===== config.mk =====
export PLATFORM = sky130hd
export DESIGN_NAME = nand_xfer_engine
export DESIGN_NICKNAME = d
export VERILOG_FILES = /design/src/rtl/nxe_pkg.sv /design/src/rtl/nxe_seq.sv /design/src/rtl/nxe_regs.sv /design/src/rtl/nand_xfer_engine.sv
export SDC_FILE = /design/constraint.sdc
export NUM_CORES = 1
export LEC_CHECK = 0
export ABC_AREA = 1
export BUFFER_PORTS_ARGS = -buffer_cell sky130_fd_sc_hd__buf_2
export CAP_MARGIN = 25
export CORE_UTILIZATION = 56
export DETAILED_ROUTE_END_ITERATION = 16
export PLACE_DENSITY = 0.79
export SKIP_CTS_REPAIR_TIMING = 1
export SLEW_MARGIN = 20
export SYNTH_ARGS = -nofsm -noshare
export SYNTH_HDL_FRONTEND = slang
export SYNTH_SLANG_ARGS = --single-unit
export TNS_END_PERCENT = 20

===== constraint.sdc =====
create_clock -name clk -period 1.8 [get_ports clk]
set_input_delay 0.27 -clock clk [delete_from_list [all_inputs] [get_ports clk]]
set_output_delay 0.27 -clock clk [all_outputs]
set_load 0.01 [all_outputs]

===== src/rtl/nxe_pkg.sv =====
package nxe_pkg;

    localparam int REG_AW = 8;

    localparam logic [REG_AW-1:0] OFS_CFG  = 8'h00;
    localparam logic [REG_AW-1:0] OFS_STAT = 8'h04;
    localparam logic [REG_AW-1:0] OFS_EN   = 8'h10;
    localparam logic [REG_AW-1:0] OFS_TXB  = 8'h14;
    localparam logic [REG_AW-1:0] OFS_TXL  = 8'h20;
    localparam logic [REG_AW-1:0] OFS_RX   = 8'h24;
    localparam logic [REG_AW-1:0] OFS_CTRL = 8'h30;

    localparam logic [1:0] WIDTH_X8 = 2'd3;

    typedef enum logic [1:0] {
        PH_CMD  = 2'd0,
        PH_ADDR = 2'd1,
        PH_DOUT = 2'd2,
        PH_DIN  = 2'd3
    } phase_e;

    // per-slave phase control word
    typedef struct packed {
        logic       rd;
        logic [5:0] dummy;
        logic [2:0] nadr;
        logic [5:0] rsvd;
        logic [1:0] dw;
        logic       ddr_a;
        logic [1:0] aw;
        logic       ddr_c;
        logic [1:0] cw;
    } ctrl_t;

    function automatic phase_e decode_phase(ctrl_t c);
        if (c.cw == WIDTH_X8)      return PH_CMD;
        else if (c.nadr != 3'd0)   return PH_ADDR;
        else if (c.rd)             return PH_DIN;
        else                       return PH_DOUT;
    endfunction

    function automatic logic is_tx_ofs(logic [REG_AW-1:0] a);
        return (a >= OFS_TXB) && (a <= OFS_TXL) && (a[1:0] == 2'b00);
    endfunction

    // slot 0 carries a full word, slots 1..3 carry that many bytes
    function automatic logic [2:0] tx_count(logic [REG_AW-1:0] a);
        logic [REG_AW-1:0] slot;
        slot = (a - OFS_TXB) >> 2;
        return (slot[1:0] == 2'd0) ? 3'd4 : {1'b0, slot[1:0]};
    endfunction

endpackage


===== src/rtl/nxe_seq.sv =====
module nxe_seq import nxe_pkg::*; #(
    parameter int DW    = 8,
    parameter int NB    = 4,
    parameter int PULSE = 2,
    localparam int CW   = $clog2(NB + 1),
    localparam int IW   = $clog2(NB),
    localparam int PCW  = $clog2(PULSE + 1)
) (
    input  logic                  clk,
    input  logic                  rst,
    input  logic                  clr,
    input  logic                  start,
    input  logic [NB-1:0][DW-1:0] word,
    input  logic [CW-1:0]         nbytes,
    input  phase_e                phase,
    input  logic [DW-1:0]         dq_in,
    output logic                  busy,
    output logic                  done,
    output logic [NB-1:0][DW-1:0] rx_word,
    output logic                  cle,
    output logic                  ale,
    output logic                  we_n,
    output logic                  re_n,
    output logic [DW-1:0]         dq_out,
    output logic                  dq_oe
);

    logic                  busy_q, half_q, done_q;
    logic [PCW-1:0]        cnt_q;
    logic [IW-1:0]         idx_q;
    logic [CW-1:0]         n_q;
    phase_e                ph_q;
    logic [NB-1:0][DW-1:0] word_q, sh_q;

    logic          strobe_low, is_rd, last_byte, pulse_end;
    logic [DW-1:0] cap_byte;

    assign is_rd      = (ph_q == PH_DIN);
    assign strobe_low = busy_q && !half_q;
    assign last_byte  = (CW'(idx_q) + CW'(1)) == n_q;
    assign pulse_end  = (cnt_q == PCW'(PULSE - 1));
    assign cap_byte   = is_rd ? dq_in : word_q[idx_q];

    always_ff @(posedge clk) begin
        if (rst || clr) begin
            busy_q <= 1'b0;
            half_q <= 1'b0;
            done_q <= 1'b0;
            cnt_q  <= '0;
            idx_q  <= '0;
            n_q    <= '0;
            ph_q   <= PH_CMD;
            word_q <= '0;
            sh_q   <= '0;
        end else begin
            done_q <= 1'b0;
            if (!busy_q) begin
                if (start) begin
                    busy_q <= 1'b1;
                    half_q <= 1'b0;
                    cnt_q  <= '0;
                    idx_q  <= '0;
                    n_q    <= nbytes;
                    ph_q   <= phase;
                    word_q <= word;
                    sh_q   <= '0;
                end
            end else if (!pulse_end) begin
                cnt_q <= cnt_q + PCW'(1);
            end else begin
                cnt_q <= '0;
                if (!half_q) begin
                    half_q <= 1'b1;
                    sh_q   <= {cap_byte, sh_q[NB-1:1]};
                end else if (last_byte) begin
                    busy_q <= 1'b0;
                    half_q <= 1'b0;
                    done_q <= 1'b1;
                end else begin
                    half_q <= 1'b0;
                    idx_q  <= idx_q + IW'(1);
                end
            end
        end
    end

    assign busy    = busy_q;
    assign done    = done_q;
    assign rx_word = sh_q;
    assign cle     = busy_q && (ph_q == PH_CMD);
    assign ale     = busy_q && (ph_q == PH_ADDR);
    assign we_n    = !(strobe_low && !is_rd);
    assign re_n    = !(strobe_low && is_rd);
    assign dq_oe   = busy_q && !is_rd;
    assign dq_out  = dq_oe ? word_q[idx_q] : '0;


    start_idle_chk: assert property (@(posedge clk) disable iff (rst)
        start |-> !busy_q);


    we_hold_chk: assert property (@(posedge clk) disable iff (rst)
        (!we_n && $past(!we_n)) |-> $stable(dq_out));


    done_fall_chk: assert property (@(posedge clk) disable iff (rst)
        done_q |-> $fell(busy_q));

endmodule


===== src/rtl/nxe_regs.sv =====
module nxe_regs import nxe_pkg::*; #(
    parameter int DW  = 8,
    parameter int NB  = 4,
    localparam int WW = DW * NB,
    localparam int CW = $clog2(NB + 1)
) (
    input  logic              clk,
    input  logic              rst,
    input  logic              reg_wr,
    input  logic              reg_rd,
    input  logic [REG_AW-1:0] reg_addr,
    input  logic [WW-1:0]     reg_wdata,
    output logic              reg_ready,
    output logic [WW-1:0]     reg_rdata,
    input  logic              seq_busy,
    input  logic              seq_done,
    input  logic [WW-1:0]     seq_rx,
    output logic              seq_start,
    output logic [WW-1:0]     seq_word,
    output logic [CW-1:0]     seq_nbytes,
    output phase_e            seq_phase,
    output logic              en,
    output logic              cs_n
);

    logic        cfg_man_q, cfg_cs_q, en_q, rx_valid_q;
    ctrl_t       ctrl_q;
    logic [WW-1:0] rx_q;
    logic        tx_hit, wr_ok;

    assign tx_hit     = reg_wr && is_tx_ofs(reg_addr);
    assign reg_ready  = !(tx_hit && seq_busy);
    assign wr_ok      = reg_wr && reg_ready;
    assign seq_start  = tx_hit && en_q && !seq_busy;
    assign seq_word   = reg_wdata;
    assign seq_nbytes = CW'(tx_count(reg_addr));
    assign seq_phase  = decode_phase(ctrl_q);
    assign en         = en_q;
    assign cs_n       = !(cfg_man_q && cfg_cs_q);

    always_ff @(posedge clk) begin
        if (rst) begin
            cfg_man_q <= 1'b0;
            cfg_cs_q  <= 1'b0;
            en_q      <= 1'b0;
            ctrl_q    <= '0;
        end else if (wr_ok) begin
            case (reg_addr)
                OFS_CFG:  {cfg_man_q, cfg_cs_q} <= reg_wdata[1:0];
                OFS_EN:   en_q   <= reg_wdata[0];
                OFS_CTRL: ctrl_q <= ctrl_t'(reg_wdata[$bits(ctrl_t)-1:0]);
                default: ;
            endcase
        end
    end

    always_ff @(posedge clk) begin
        if (rst) begin
            rx_valid_q <= 1'b0;
            rx_q       <= '0;
        end else if (!en_q) begin
            rx_valid_q <= 1'b0;
        end else if (seq_done) begin
            rx_valid_q <= 1'b1;
            rx_q       <= seq_rx;
        end else if (reg_rd && reg_addr == OFS_RX) begin
            rx_valid_q <= 1'b0;
        end
    end

    always_comb begin
        reg_rdata = '0;
        case (reg_addr)
            OFS_CFG:  reg_rdata[1:0] = {cfg_man_q, cfg_cs_q};
            OFS_STAT: reg_rdata[3:0] = {~rx_valid_q, rx_valid_q, ~seq_busy, ~seq_busy};
            OFS_EN:   reg_rdata[0]   = en_q;
            OFS_RX:   reg_rdata      = rx_q;
            OFS_CTRL: reg_rdata[$bits(ctrl_t)-1:0] = ctrl_q;
            default: ;
        endcase
    end


    rx_rise_chk: assert property (@(posedge clk) disable iff (rst)
        $rose(rx_valid_q) |-> $past(seq_done));


    dis_idle_chk: assert property (@(posedge clk) disable iff (rst)
        !en_q |=> !seq_busy);

endmodule


===== src/rtl/nand_xfer_engine.sv =====
module nand_xfer_engine import nxe_pkg::*; #(
    parameter int DW    = 8,
    parameter int NB    = 4,
    parameter int PULSE = 2,
    localparam int WW   = DW * NB,
    localparam int CW   = $clog2(NB + 1)
) (
    input  logic              clk,
    input  logic              rst,
    input  logic              reg_wr,
    input  logic              reg_rd,
    input  logic [REG_AW-1:0] reg_addr,
    input  logic [WW-1:0]     reg_wdata,
    output logic              reg_ready,
    output logic [WW-1:0]     reg_rdata,
    output logic              nand_ce_n,
    output logic              nand_cle,
    output logic              nand_ale,
    output logic              nand_we_n,
    output logic              nand_re_n,
    output logic [DW-1:0]     nand_dq_out,
    output logic              nand_dq_oe,
    input  logic [DW-1:0]     nand_dq_in
);

    logic          busy, done, start, en;
    logic [WW-1:0] rx_word, tx_word;
    logic [CW-1:0] nbytes;
    phase_e        phase;

    nxe_regs #(.DW(DW), .NB(NB)) u_regs (
        .clk        (clk),
        .rst        (rst),
        .reg_wr     (reg_wr),
        .reg_rd     (reg_rd),
        .reg_addr   (reg_addr),
        .reg_wdata  (reg_wdata),
        .reg_ready  (reg_ready),
        .reg_rdata  (reg_rdata),
        .seq_busy   (busy),
        .seq_done   (done),
        .seq_rx     (rx_word),
        .seq_start  (start),
        .seq_word   (tx_word),
        .seq_nbytes (nbytes),
        .seq_phase  (phase),
        .en         (en),
        .cs_n       (nand_ce_n)
    );

    nxe_seq #(.DW(DW), .NB(NB), .PULSE(PULSE)) u_seq (
        .clk     (clk),
        .rst     (rst),
        .clr     (!en),
        .start   (start),
        .word    (tx_word),
        .nbytes  (nbytes),
        .phase   (phase),
        .dq_in   (nand_dq_in),
        .busy    (busy),
        .done    (done),
        .rx_word (rx_word),
        .cle     (nand_cle),
        .ale     (nand_ale),
        .we_n    (nand_we_n),
        .re_n    (nand_re_n),
        .dq_out  (nand_dq_out),
        .dq_oe   (nand_dq_oe)
    );


    re_oe_chk: assert property (@(posedge clk) disable iff (rst)
        !nand_re_n |-> !nand_dq_oe);


    latch_excl_chk: assert property (@(posedge clk) disable iff (rst)
        !(nand_cle && nand_ale));

endmodule


Yosys cells after proc, flatten, opt, wreduce, memory -nomap -nowiden
Cells that the tools add are included.

Add/subtract/negate cells: 4. Order comparisons: 3. Equal/unequal tests: 13. Multiplexer cells: 36. Bitwise operators: 5. Reduce and logical (&&, ||, !) cells: 41.

Operators by type and width (number): $mux W32 (4); $pmux W20 S2 (1); $mux W8 (4); $mux W2 (9); $bmux W8 S2 (1); $eq A8 B6 Y1 const B (2); $logic_and A1 B1 Y1 (15); $mux W1 (13); $reduce_and A2 Y1 (6); $eq A8 B3 Y1 const B (1); $eq A8 B5 Y1 const B (1); $ge A8 B5 Y1 const B (1); $le A8 B6 Y1 const B (1); $logic_not A1 Y1 (8); $logic_not A8 Y1 (1); $ne A2 B2 Y1 const B (4); $logic_not A2 Y1 (3); $pmux W2 S3 (1); $not A1 Y1 (5); $pmux W1 S5 (1); $add A2 B1 Y2 const B (2); $eq A2 B1 Y1 const B (2); $eq A2 B2 Y1 const B (2); $pmux W1 S4 (1); 12 further kinds (13).

Register bits after elaboration: 136. Bits of input ports: 52. Output and inout bits: 47. Word-level logic and storage cells: 131.

Longest topological paths before layout
Gate-level depths: netlist of the first run.

Word-level depth: 8. Depth in mapped cells: 13. Mapped depth without buffers: 12.

Cells and area by module
Synthesis of the first run repeated with hierarchy kept, for this count alone.

Cell total of the unflattened synthesis: 972. Area total of the unflattened synthesis: 6693.9 µm².

By module, submodules not included: nxe_regs (instances 1, cells each 514, area an instance 3532.1 µm²); nxe_seq (instances 1, cells each 457, area an instance 3158.0 µm²); nand_xfer_engine (instances 1, cells each 1, area an instance 3.8 µm²).

Least setup slack after synthesis of the first run
Ideal clock, no wire load.

Kind: input to output. Start point: input reg_addr[3]. End point: output reg_rdata[10]. Arrival: 1382 ps. Path slack: 148 ps. Cell stages on the path: 9. Cells stage by stage: inv_1 -> ha_1 -> nand2_1 -> inv_1 -> nand4_1 -> inv_2 -> buf_2 -> nand2_1 -> o21ai_0.

Longest elaborated chain between the ends: 2. Elaborated cells on any way between the ends: 3.

Ends and longest elaborated chain: from (decl) (line nand_xfer_engine.sv:12) `input logic [REG_AW-1:0] reg_addr,`; $eq A8 B6 Y1 (line nxe_regs.sv:73) `case (reg_addr)`; $pmux W20 S2 * (line nxe_regs.sv:73); to (decl) (line nand_xfer_engine.sv:15) `output logic [WW-1:0] reg_rdata,`.

Mark *: on every way between the ends. The rest lies on a longest branch, timed or not.

Final worst setup path of the first run
Start point: register u_seq.idx_q[0]. End point: output nand_dq_out[3].

Longest elaborated chain between the ends: 3.

Ends and longest elaborated chain: from (decl) (line nxe_seq.sv:30) `logic [IW-1:0] idx_q;`; from (signal assigned) (line nxe_seq.sv:81) `idx_q <= idx_q + IW'(1);`; $bmux W8 S2 (line nxe_seq.sv:95) `assign dq_out = dq_oe ? word_q[idx_q] : '0;`; $mux W8 (implied by the code) (line nxe_seq.sv:95); $mux W8 (line nxe_seq.sv:95); to (decl) (line nand_xfer_engine.sv:21) `output logic [DW-1:0] nand_dq_out,`.

No other way between the ends. The select of a mux whose other input is x is not followed.

==> metrics.md, run 1 <==
| Metric | Value |
|---|---|
| # IOs | `99` |
| Vias/cell | `5.38` |
| Hold Worst Slack | `-14.4 ps` |
| Initial antenna violation count | `0` |
| Max Clk Rate | `roughly 470 MHz` |
| Cell Rows | `37` |
| Required time of the critical path | `1530 ps` |
| Synth cell types | `34` |
| Setup Viol. Count Final | `12` |
| Synth Area per Inst | `6.84 um^2` |
| Syn_nets | `~900` |
| Mapped cell area | `about 6000 um^2` |
| Clk root buf | `clkbuf_8` |
| # clock sinks | `about 140` |
| Num CTS Buffers | `17` |
| CP endpoint kind | `output pin` |
| DP Wirelength | `roughly 11 mm` |
| Top cells by area, synth | `dfxtp_1, nor2_1, nand2_1` |
| Final Max Slew Viols | `0` |
| GP Congestion | `~0.9` |
| Drt drc | `0` |
| All-Layer GR Usage | `0.303` |
| Final worst-path setup slack | `-316 ps` |
| Die ar. | `~11000 um^2` |
| CP peak stage delay | `around 370 ps` |
| Detail Route Antenna Nets | `0` |
| Share of layout cells above drive strength 1 | `0.227` |
| Post-Synthesis Cells | `approximately 860` |
| Maximum vdd drop | `~0.71 mV` |
| Crit path time final | `~2100 ps` |
| Final nets | `a little over 1000` |
| Detailed Route WL | `about 17 mm` |
| Skew-Pair Late Insertion Delay | `about 520 ps` |
| Failing checks | `hold timing, setup timing` |
| Gr ovfl total | `0` |
| Global-route wire length before repair | `~26 mm` |
| Setup tns final | `-2060 ps` |
| Hold path startpoint | `reg_wdata[20]` |
| Final Hold Vio Count | `2` |
| Top FF cell, synth | `dfxtp_1` |
| Most frequent cells after synthesis | `nor2_1, nand2_1, dfxtp_1, o21ai_0, inv_1` |
| Crit path from | `u_seq.idx_q[0]$_SDFFE_PP0P_` |
| Final Instance Count excl. Fillers | `around 1100` |
| Leading area contributor after synthesis | `dfxtp_1` |
| Total chip power | `6.78 mW` |
| Max_slew headroom | `0.735` |
| N_diodes | `0` |
| Initial Util | `0.574` |
| Library cell with the highest instance count after synthesis | `nor2_1` |
| Place WS | `-152 ps` |
| Max_cap viols | `0` |
| RR Startpoint | `u_seq.idx_q[0]$_SDFFE_PP0P_` |
| Crit Path Category | `register to output pin` |
| Die Height | `104 um` |
| CTS Buffer Depth | `2` |
| Clock-pin slew on the worst setup and hold paths | `about 60 ps` |
| Port Buffers | `98` |
| EDFF count, synth | `0` |
| Status | `complete, but fails checks` |
| Synth top area share | `0.463` |
| Wire per inst | `~15 um` |
| RSZ-0062 raised after global routing | `true` |
| Worst Skew | `roughly 10 ps` |
| Placed cell count | `1082` |
| Share of flip-flops with an asynchronous set or reset | `0` |
| Worst path slowest cell | `dfxtp_4` |
| Max FO, Critical Path | `8` |
| Power density cells | `~890 nW/um^2` |
| TritonRoute pass-1 iters | `5` |
| Yosys reg bits | `136` |
| Sequential area share after synthesis | `0.463` |
| Htree depth | `4` |
| Core Area | `10200 um^2` |
| Largest net degree at the start of global routing | `a little under 60` |
| Worst Tran Pin Value | `393 ps` |
| Crit start category | `register` |
| Crit path DAT | `around 1900 ps` |
| Drt first-iter violations | `540` |
| Yosys warning count | `0` |
| Vias in the first global route | `5306` |
| Pleak | `about 3.2 nW` |
| Vias after detailed routing | `roughly 6000` |
| CTS tree | `built` |
| Period utilisation layout | `1.18` |
| P&R area growth vs syn | `30.3%` |
| Worst hold path class | `primary input to register` |
| Die span in x | `between 100 and 150 um` |
| Cell breakdown of the critical path | `buf_6 -> o21ai_0 -> o32ai_2 -> inv_2 -> nor2_1 -> buf_2` |
## logic make-up after synthesis
logic type,Yosys count,share of synthesized area
compound gates,165,0.148
flops,136,0.463
simple gates,440,0.296
xor+xnor,2,0.00298
buf+inv,112,0.0807
fa+ha+maj,4,0.00852
## stage by stage
| step | utilization | area (um^2) | hold WS, ps |
|---|---|---|---|
| after floorplan | - | 5880 | 339 |
| after CTS | 0.716 | 7330 | -51.1 |
| after global placement | 0.656 | 6710 | 417 |
| final | 0.748 | 7650 | -14.4 |
| after global routing | 0.748 | 7650 | 16.0 |
| after detailed placement | 0.656 | 6710 | 417 |
## state kept, by name, summed over array words and instances (netlist names), 2 cells and up
name,count
u_regs.rx_q,32
u_seq.rx_word,32
u_seq.word_q,32
u_regs.ctrl_q,24
u_seq.n_q,3
u_seq.cnt_q,2
u_seq.idx_q,2
u_seq.ph_q,2
## where the power goes
part	internal, mW	switching [mW]	total (mW)	leakage, nW
Sequential	3.01	0.000542	3.01	1.10
Clock	2.32	1.26	3.59	0.307
Combinational	0.0798	0.106	0.185	1.82
## worst max-delay path, delay by kind of cell, from the launching register on
kind	cells	cell delay, ps
AO/OA/AOI/OAI	2	500
buffers and inverters	3	400
flip-flops	1	370
AND/OR/NAND/NOR	1	50
## per-layer routing
metal | GRT usage | vias to the layer above | share of wire
met3 | 0.0514 | 33 | 0.060
met4 | 0.149 | 0 | 0.036
li1 | - | 2942 | -
met1 | 0.390 | 2824 | 0.42
met2 | 0.491 | 248 | 0.48
met5 | 0 | - | 0
## cell type report
class                      count  area [um^2]
multi-input combinational    611         2840
sequential                   136         2730
fill                         747         2580
timing repair buffer         145         1060
clock buffer                  24          500
inverter                      64          253
tap                          136          170
clock inverter                 7          114
## path summary, 6_finish.rpt
| path | to | slack [ps] | depth (start not counted) |
|---|---|---|---|
| max reg2reg | u_seq.idx_q[0]$_SDFFE_PP0P_ | 80 | 11 |
| min | u_regs.ctrl_q[20]$_SDFFE_PP0P_ | -10 | 3 |
| max | nand_dq_out[3] | -320 | 6 |
| min reg2reg | u_seq.cnt_q[1]$_SDFFE_PP0P_ | 450 | 2 |
## cell usage in the layout, fill, tap and decap left out, types with 3 or more instances in the layout
cell type / count
nor2_1: 231
nor3_1: 6
o21ai_2: 6
buf_12: 11
nand2_1: 167
nand4_1: 4
inv_2: 10
a21oi_1: 40
dfxtp_1: 135
nor2_2: 6
clkinv_2: 3
nand3_1: 10
clkbuf_8: 7
buf_2: 95
o21ai_1: 15
nor2_4: 5
o21ai_0: 91
buf_4: 30
bufinv_16: 3
o32ai_2: 6
inv_1: 51
buf_6: 4
clkbuf_16: 18
Note: power is estimated with default switching activity, not from simulation.
==> run 2: changes to the inputs <==
==> constraint.sdc (replaced) <==
create_clock -name clk -period 1.8 [get_ports clk]
set_input_delay 0.18 -clock clk [delete_from_list [all_inputs] [get_ports clk]]
set_output_delay 0.18 -clock clk [all_outputs]
set_load 0.01 [all_outputs]
==> run 2 against run 1 <==
The flow still finishes with violations (hold timing, setup timing). Critical path type unchanged. Non-clock buffer count increased by 27. Fmax grew 4.1%. Die area unchanged. Largest power group unchanged. Highest routed layer unchanged. Flip-flop and latch count did not move. Power increased by 0.93%. Routed wire length rose by 3.6%. Worst setup slack gained 83 ps. Final cell count increased by 2.5%. Global-route usage is 1.0 points higher. Clock power is essentially flat. Combinational power rose by 21%.
==> metrics.md, run 2 (same netlist as run 1, synthesis figures left out) <==
| Metric | Value |
|---|---|
| Status | `complete, but fails checks` |
| Failing checks | `hold timing, setup timing` |
| Multi-input logic area | `2760 um^2 (-2.7%)` |
| Worst hold path depth | `5 (+2)` |
| Detail Route Antenna Nets | `0 (unchanged)` |
| Die ar. | `10900 um^2 (unchanged)` |
| Hold path startpoint | `nand_dq_in[5]` |
| P&R area growth vs syn | `33.2%` |
| Worst hold path class | `primary input to register` |
| Setup tns final | `-1440 ps (+621 ps)` |
| Gr ovfl total | `0 (unchanged)` |
| Design area | `7830 um^2 (+2.3%)` |
| # clock sinks | `136 (unchanged)` |
| Initial Util | `0.574 (unchanged)` |
| Reg2Reg Depth | `10 (-1)` |
| Skew-Pair Late Insertion Delay | `530 ps (about the same)` |
| Pleak | `3.29 nW (+2.3%)` |
| N_diodes | `0 (unchanged)` |
| Worst r2r dst | `u_seq.idx_q[0]$_SDFFE_PP0P_` |
| Max_cap viols | `0 (unchanged)` |
| Sequential share of power | `0.440 (-0.004)` |
| All-Layer GR Usage | `0.314 (+0.0104)` |
| Net switching power | `1.51 mW (+10%)` |
| Internal reg-to-reg setup slack | `100 ps (+20 ps)` |
| Clock power frac | `0.528 (about the same)` |
| Vias/cell | `5.46 (+1.3%)` |
| Wire per inst | `15.6 um (+1.0%)` |
| Global-route wire length before repair | `26.8 mm (+3.0%)` |
| Crit path time final | `2030 ps (-83.3 ps)` |
| Required time of the critical path | `1620 ps (+90 ps)` |
| FF+latch area | `2730 um^2 (unchanged)` |
| Worst Tran Pin Value | `353 ps (-40.7 ps)` |
| Vias after detailed routing | `6279 (+3.8%)` |
| Max Clk Rate | `492 MHz (+4.1%)` |
| CTS tree | `built` |
| Cell Rows | `37 (unchanged)` |
| Htree depth | `4 (unchanged)` |
| Final worst-path setup slack | `-233 ps (+83.3 ps)` |
| Largest net degree at the start of global routing | `58 (unchanged)` |
| Combinational power share | `0.033 (+0.006)` |
| Internal power | `5.34 mW (-1.4%)` |
| # IOs | `99 (unchanged)` |
| Total chip power | `6.85 mW (+0.93%)` |
| Power density cells | `875 nW/um^2 (-1.3%)` |
| Commonest non-fill, non-tap cell in the layout | `nor2_1` |
| Crit start category | `register` |
| GP Congestion | `0.899 (+0.16%)` |
| RSZ-0062 raised after global routing | `true` |
| Port Buffers | `98 (unchanged)` |
| Commonest non-fill, non-tap cells in the layout | `nor2_1, nand2_1, dfxtp_1` |
| Drt drc | `0 (unchanged)` |
| Place WS | `-14.3 ps (+137 ps)` |
| Core Area | `10200 um^2 (unchanged)` |
| Die span in x | `104 um (unchanged)` |
| Filler instances | `756 (+1.2%)` |
| Drt first-iter violations | `539 (-0.19%)` |
| Crit path DAT | `1850 ps (about the same)` |
| Final Max Slew Viols | `0 (unchanged)` |
| DP Wirelength | `11.3 mm (+3.5%)` |
| Max FO, Critical Path | `16 (+8)` |
| Setup Viol. Count Final | `8 (-4)` |
| RR Startpoint | `u_seq.idx_q[0]$_SDFFE_PP0P_` |
| Max_slew headroom | `0.765 (+0.0299)` |
| Final Hold Vio Count | `6 (+4)` |
| Die Height | `104 um (unchanged)` |
| Area after DPL | `6750 um^2 (+0.56%)` |
| TritonRoute pass-1 iters | `7 (+2)` |
| Vias in the first global route | `5517 (+4.0%)` |
| Clk root buf | `clkbuf_8` |
| Detailed Route WL | `17.9 mm (+3.6%)` |
| Maximum vdd drop | `0.734 mV (+4.1%)` |
| Hold Worst Slack | `-30.3 ps (-15.9 ps)` |
| Clock-pin slew on the worst setup and hold paths | `60 ps (about the same)` |
| Final nets | `1058 (+2.6%)` |
| CTS Buffer Depth | `2 (unchanged)` |
| Share of layout cells above drive strength 1 | `0.199 (-0.0279)` |
| Num CTS Buffers | `17 (unchanged)` |
| Initial antenna violation count | `0 (unchanged)` |
| Switching Fraction | `0.221 (+0.0186)` |
| Period utilisation layout | `1.13 (-0.0463)` |
| Crit Path Category | `register to output pin` |
| Worst Skew | `9.02 ps (-0.942 ps)` |
| CP endpoint kind | `output pin` |
| Worst Hold Path EP | `u_seq.rx_word[29]$_SDFFE_PP0P_` |
[run 2: cell count changes in the layout (fill, tap and decap cells not counted), sizes merged]
| cell | delta |
|---|---|
| clkinv | -1 |
| clkbuf | -6 |
| dlygate4sd3 | +36 |
| clkinvlp | +2 |
| inv | +4 |
| buf | -7 |
[run 2: critical path, stage by stage (launching register included)]
cell,delay [ps]
dfxtp_4,390
buf_12,150
nor2_1,70
o32ai_2,240
buf_4,160
inv_1,60
nor2_1,110
buf_2,150
[run 2: how the worst max path moves through the flow]
| stage | endpoint | start | slack [ps] | cells past startpoint |
|---|---|---|---|---|
| floorplan | nand_dq_out[0] | u_seq.busy$_SDFF_PP0_ | 260 | 6 |
| CTS | nand_dq_out[4] | u_seq.idx_q[0]$_SDFFE_PP0P_ | -400 | 6 |
| global placement | u_seq.cnt_q[0]$_SDFFE_PP0P_ | reg_addr[2] | 70 | 13 |
| global route | nand_dq_out[3] | u_seq.idx_q[0]$_SDFFE_PP0P_ | -350 | 8 |
| finish | nand_dq_out[5] | u_seq.idx_q[0]$_SDFFE_PP0P_ | -230 | 7 |
| detailed placement | u_seq.cnt_q[0]$_SDFFE_PP0P_ | reg_addr[2] | -10 | 13 |
[run 2: power groups by stage]
stage	combinational, mW	sequential [mW]	clock (mW)
floorplan	0.0527	3.08	0
global placement	0.154	3.08	0
detailed placement	0.154	3.08	0
CTS	0.156	3.01	3.61
global route	0.242	3.01	3.75
finish	0.223	3.01	3.61
[run 2: final cells by class]
type | count | share of cell area
sequential | 136 | 0.348
timing repair buffer | 172 | 0.168
inverter | 64 | 0.0313
clock buffer | 20 | 0.0569
multi-input combinational | 611 | 0.352
clock inverter | 12 | 0.0211
tap | 136 | 0.0217
[run 2: through the flow]
stage / utilization / cells
4_1_cts: 0.719 / 1114
5_1_grt: 0.765 / 1151
2_1_floorplan: - / 859
6_report: 0.765 / 1151
3_5_place_dp: 0.660 / 1082
3_3_place_gp: 0.660 / 1082
[run 2: routing by layer]
metal	track usage	wire (um)	vias to the layer above
li1	-	-	2998
met1	0.392	7270	2901
met2	0.518	8630	307
met3	0.0595	1240	73
met4	0.152	786	0
met5	0	0	-
==> run 3: changes to the inputs <==
--- a/config.mk
+++ b/config.mk
@@ -5,12 +5,11 @@
 export SDC_FILE = /design/constraint.sdc
 export NUM_CORES = 1
 export LEC_CHECK = 0
-export ABC_AREA = 1
 export BUFFER_PORTS_ARGS = -buffer_cell sky130_fd_sc_hd__buf_2
 export CAP_MARGIN = 25
 export CORE_UTILIZATION = 56
 export DETAILED_ROUTE_END_ITERATION = 16
-export PLACE_DENSITY = 0.79
+export PLACE_DENSITY = 0.8
 export SKIP_CTS_REPAIR_TIMING = 1
 export SLEW_MARGIN = 20
 export SYNTH_ARGS = -nofsm -noshare
==> run 3 against run 2 <==
The flow still finishes with violations (hold timing, setup timing). Sequential power is essentially flat. Fmax decreased by 0.76%. Flip-flop and latch count did not move. Clock-buffer cell count shrank 2. Worst hold slack improved by 25 ps. Routed wire length up 9.1%. Clock power down 5%. Global-route usage increased by 0.22 points. Synthesized cell count shrank 18%. Worst setup slack got worse by 15 ps. Non-clock buffer count is 7 higher. Via count is 2.4% lower. Largest power group unchanged.
==> metrics.md, run 3 <==
| Metric | Value |
|---|---|
| Final design utilization | `0.778 (+0.0130)` |
| Yosys warning count | `0 (unchanged)` |
| Area after DPL | `6580 um^2 (-2.6%)` |
| Max FO, Critical Path | `6 (-10)` |
| Cell Rows | `36 (-2.7%)` |
| Library cell with the highest instance count after synthesis | `nand2_1` |
| Filler instances | `623 (-18%)` |
| Port Buffers | `98 (unchanged)` |
| Worst Tran Pin Value | `609 ps (+256 ps)` |
| Multi-input logic area | `2890 um^2 (+4.8%)` |
| Drt first-iter violations | `811 (+50%)` |
| Met3 WL | `1.68 mm (+35%)` |
| Commonest non-fill, non-tap cell in the layout | `nand2_1` |
| CTS tree | `built` |
| FF+latch area | `2740 um^2 (+0.32%)` |
| Hold Worst Slack | `-5.51 ps (+24.8 ps)` |
| Initial antenna violation count | `0 (unchanged)` |
| Commonest non-fill, non-tap cells in the layout | `nand2_1, dfxtp_1, a21oi_1` |
| Leading area contributor after synthesis | `dfxtp_1` |
| Max_slew headroom | `0.584 (-0.181)` |
| Global-route wire length before repair | `27.0 mm (+0.93%)` |
| N_diodes | `0 (unchanged)` |
| Post-Synthesis Cells | `703 (-18%)` |
| DP Wirelength | `11.4 mm (+0.83%)` |
| # clock sinks | `136 (unchanged)` |
| Top cells by area, synth | `dfxtp_1, nand2_1, a21oi_1` |
| Max_cap viols | `0 (unchanged)` |
| Vias after detailed routing | `6131 (-2.4%)` |
| Die ar. | `10800 um^2 (-0.75%)` |
| Largest net degree at the start of global routing | `44 (-24%)` |
| Share of flip-flops with an asynchronous set or reset | `0 (unchanged)` |
| Top Metal Used | `met4` |
| Wire per inst | `19.7 um (+27%)` |
| Top FF cell, synth | `dfxtp_1` |
| Core Area | `9950 um^2 (-2.7%)` |
| Metal2 WL | `9.41 mm (+9.0%)` |
| RSZ-0062 raised after global routing | `true` |
| Synth cell types | `51 (+50%)` |
| Failing checks | `hold timing, setup timing` |
| Initial Util | `0.586 (+0.0114)` |
| Mapped cell area | `5830 um^2 (-0.77%)` |
| Buffers and inverters on the worst path | `2 (-2)` |
| Power density cells | `860 nW/um^2 (-1.7%)` |
| Crit-path leading delay family | `multiplexers` |
| Num CTS Buffers | `17 (unchanged)` |
| Worst Skew | `13.2 ps (+4.16 ps)` |
| Skew-Pair Late Insertion Delay | `520 ps (about the same)` |
| Wire length on met1 | `7.17 mm (-1.3%)` |
| Final nets | `900 (-15%)` |
| Die Height | `104 um (-0.37%)` |
| Status | `complete, but fails checks` |
| Required time of the critical path | `1620 ps (about the same)` |
| Placed cell count | `911 (-16%)` |
| Clock-pin slew on the worst setup and hold paths | `60 ps (about the same)` |
| GP Congestion | `0.906 (+0.81%)` |
| Setup tns final | `-2070 ps (-631 ps)` |
| Sequential area share after synthesis | `0.467 (+0.00358)` |
| Crit path time final | `2050 ps (+15.5 ps)` |
| CTS Buffer Depth | `2 (unchanged)` |
| P&R area growth vs syn | `32.8%` |
| Period utilisation layout | `1.14 (+0.00860)` |
| Drt drc | `0 (unchanged)` |
| Worst hold path class | `primary input to register` |
| Final Instance Count excl. Fillers | `990 (-14%)` |
| Maximum vdd drop | `0.679 mV (-7.5%)` |
| Final worst-path setup slack | `-249 ps (-15.5 ps)` |
| Most frequent cells after synthesis | `nand2_1, dfxtp_1, a21oi_1, clkbuf_1` |
| Detail Route Antenna Nets | `0 (unchanged)` |
| Crit Path Category | `register to output pin` |
| Share of layout cells above drive strength 1 | `0.267 (+0.0682)` |
| Worst path slowest cell | `mux4_2` |
| Crit start category | `register` |
| Setup Viol. Count Final | `10 (+2)` |
| Vias in the first global route | `5416 (-1.8%)` |
| Clk root buf | `clkbuf_8` |
| Internal reg-to-reg setup slack | `-60 ps (-160 ps)` |
| Design area | `7740 um^2 (-1.1%)` |
| TritonRoute pass-1 iters | `8 (+1)` |
| Crit path DAT | `1870 ps (+20 ps)` |
| CP endpoint kind | `output pin` |
| # IOs | `99 (unchanged)` |
| Die span in x | `104 um (-0.37%)` |
| Syn_nets | `759 (-17%)` |
| Pleak | `2.99 nW (-9.3%)` |
| Vias/cell | `6.19 (+14%)` |
| Cell breakdown of the critical path | `buf_12 -> mux4_2 -> and3_4 -> buf_6` |
| Final Max Slew Viols | `0 (unchanged)` |
| Max Clk Rate | `488 MHz (-0.76%)` |
| CP peak stage delay | `530 ps (+140 ps)` |
| Gr ovfl total | `0 (unchanged)` |
| Detailed Route WL | `19.5 mm (+9.1%)` |
| Htree depth | `4 (unchanged)` |
| EDFF count, synth | `0 (unchanged)` |
| Synth top area share | `0.467 (+0.00358)` |
| All-Layer GR Usage | `0.316 (+0.00218)` |
| Yosys reg bits | `136 (unchanged)` |
| Synth Area per Inst | `8.30 um^2 (+21%)` |
| Final Hold Vio Count | `2 (-4)` |
==> run 3: changes by cell type in the layout (fill, tap and decap cells not counted), sizes merged, moves of 18 or more <==
cell and change:
nor2 -233, o21ai -110, a21oi +82, inv -59, nand2 +47, a22o +32
nand3 +21, and3 +18
==> run 3: cell families (layout without fill, tap and decap cells) <==
kind of cell,after synthesis,count (layout),synth area share
AOI/OAI and AO/OA,176,176,0.189
xor gates and xnor gates,3,3,0.00451
adders and majority gates,4,4,0.00858
buffers and inverters,60,214,0.0483
DFF,136,136,0.467
muxes,11,11,0.0360
and+or+nand+nor,313,313,0.247
==> run 3: area by class of cell <==
| class | count | share of cell area |
|---|---|---|
| Tap cell | 133 | 0.0215 |
| Sequential cell | 136 | 0.353 |
| Clock buffer | 18 | 0.0540 |
| Inverter | 3 | 0.00145 |
| Timing Repair Buffer | 179 | 0.176 |
| Clock inverter | 14 | 0.0213 |
| Multi-Input combinational cell | 507 | 0.373 |
==> run 3: through the flow <==
step	setup slack (ps)	power, mW	hold WS (ps)
after global placement	67.8	3.23	389
after floorplan	77.4	3.13	288
final	-249	6.66	-5.51
after global routing	-298	6.84	-4.73
after CTS	-355	6.58	-140
after detailed placement	-28.1	3.23	395
==> run 3: final timing paths <==
kind,cells after the start,start,end
worst max-delay path,4,u_seq.idx_q[0]$_SDFFE_PP0P_,nand_dq_out[0]
worst min-delay path,3,nand_dq_in[0],u_seq.rx_word[24]$_SDFFE_PP0P_
worst max register to register,9,u_seq.idx_q[0]$_SDFFE_PP0P_,u_seq.idx_q[0]$_SDFFE_PP0P_
worst min register to register,2,u_seq.word_q[4]$_SDFFE_PP0P_,u_seq.word_q[4]$_SDFFE_PP0P_
==> run 3: worst min-delay path, delay by kind of cell <==
family,cells,cell delay [ps]
AO/OA/AOI/OAI,2,210
buffers and inverters,1,90
==> run 3: report_power, final <==
| group | internal, mW | switching, mW |
|---|---|---|
| sequential | 3.01 | 0.000725 |
| clock | 2.01 | 1.42 |
| combinational | 0.117 | 0.110 |
| total | 5.13 | 1.53 |
==> run 3: metal layers <==
metal	GRT usage	vias to the layer above
met5	0	-
met4	0.166	0
met3	0.0545	126
met2	0.525	452
met1	0.392	2853
li1	-	2700
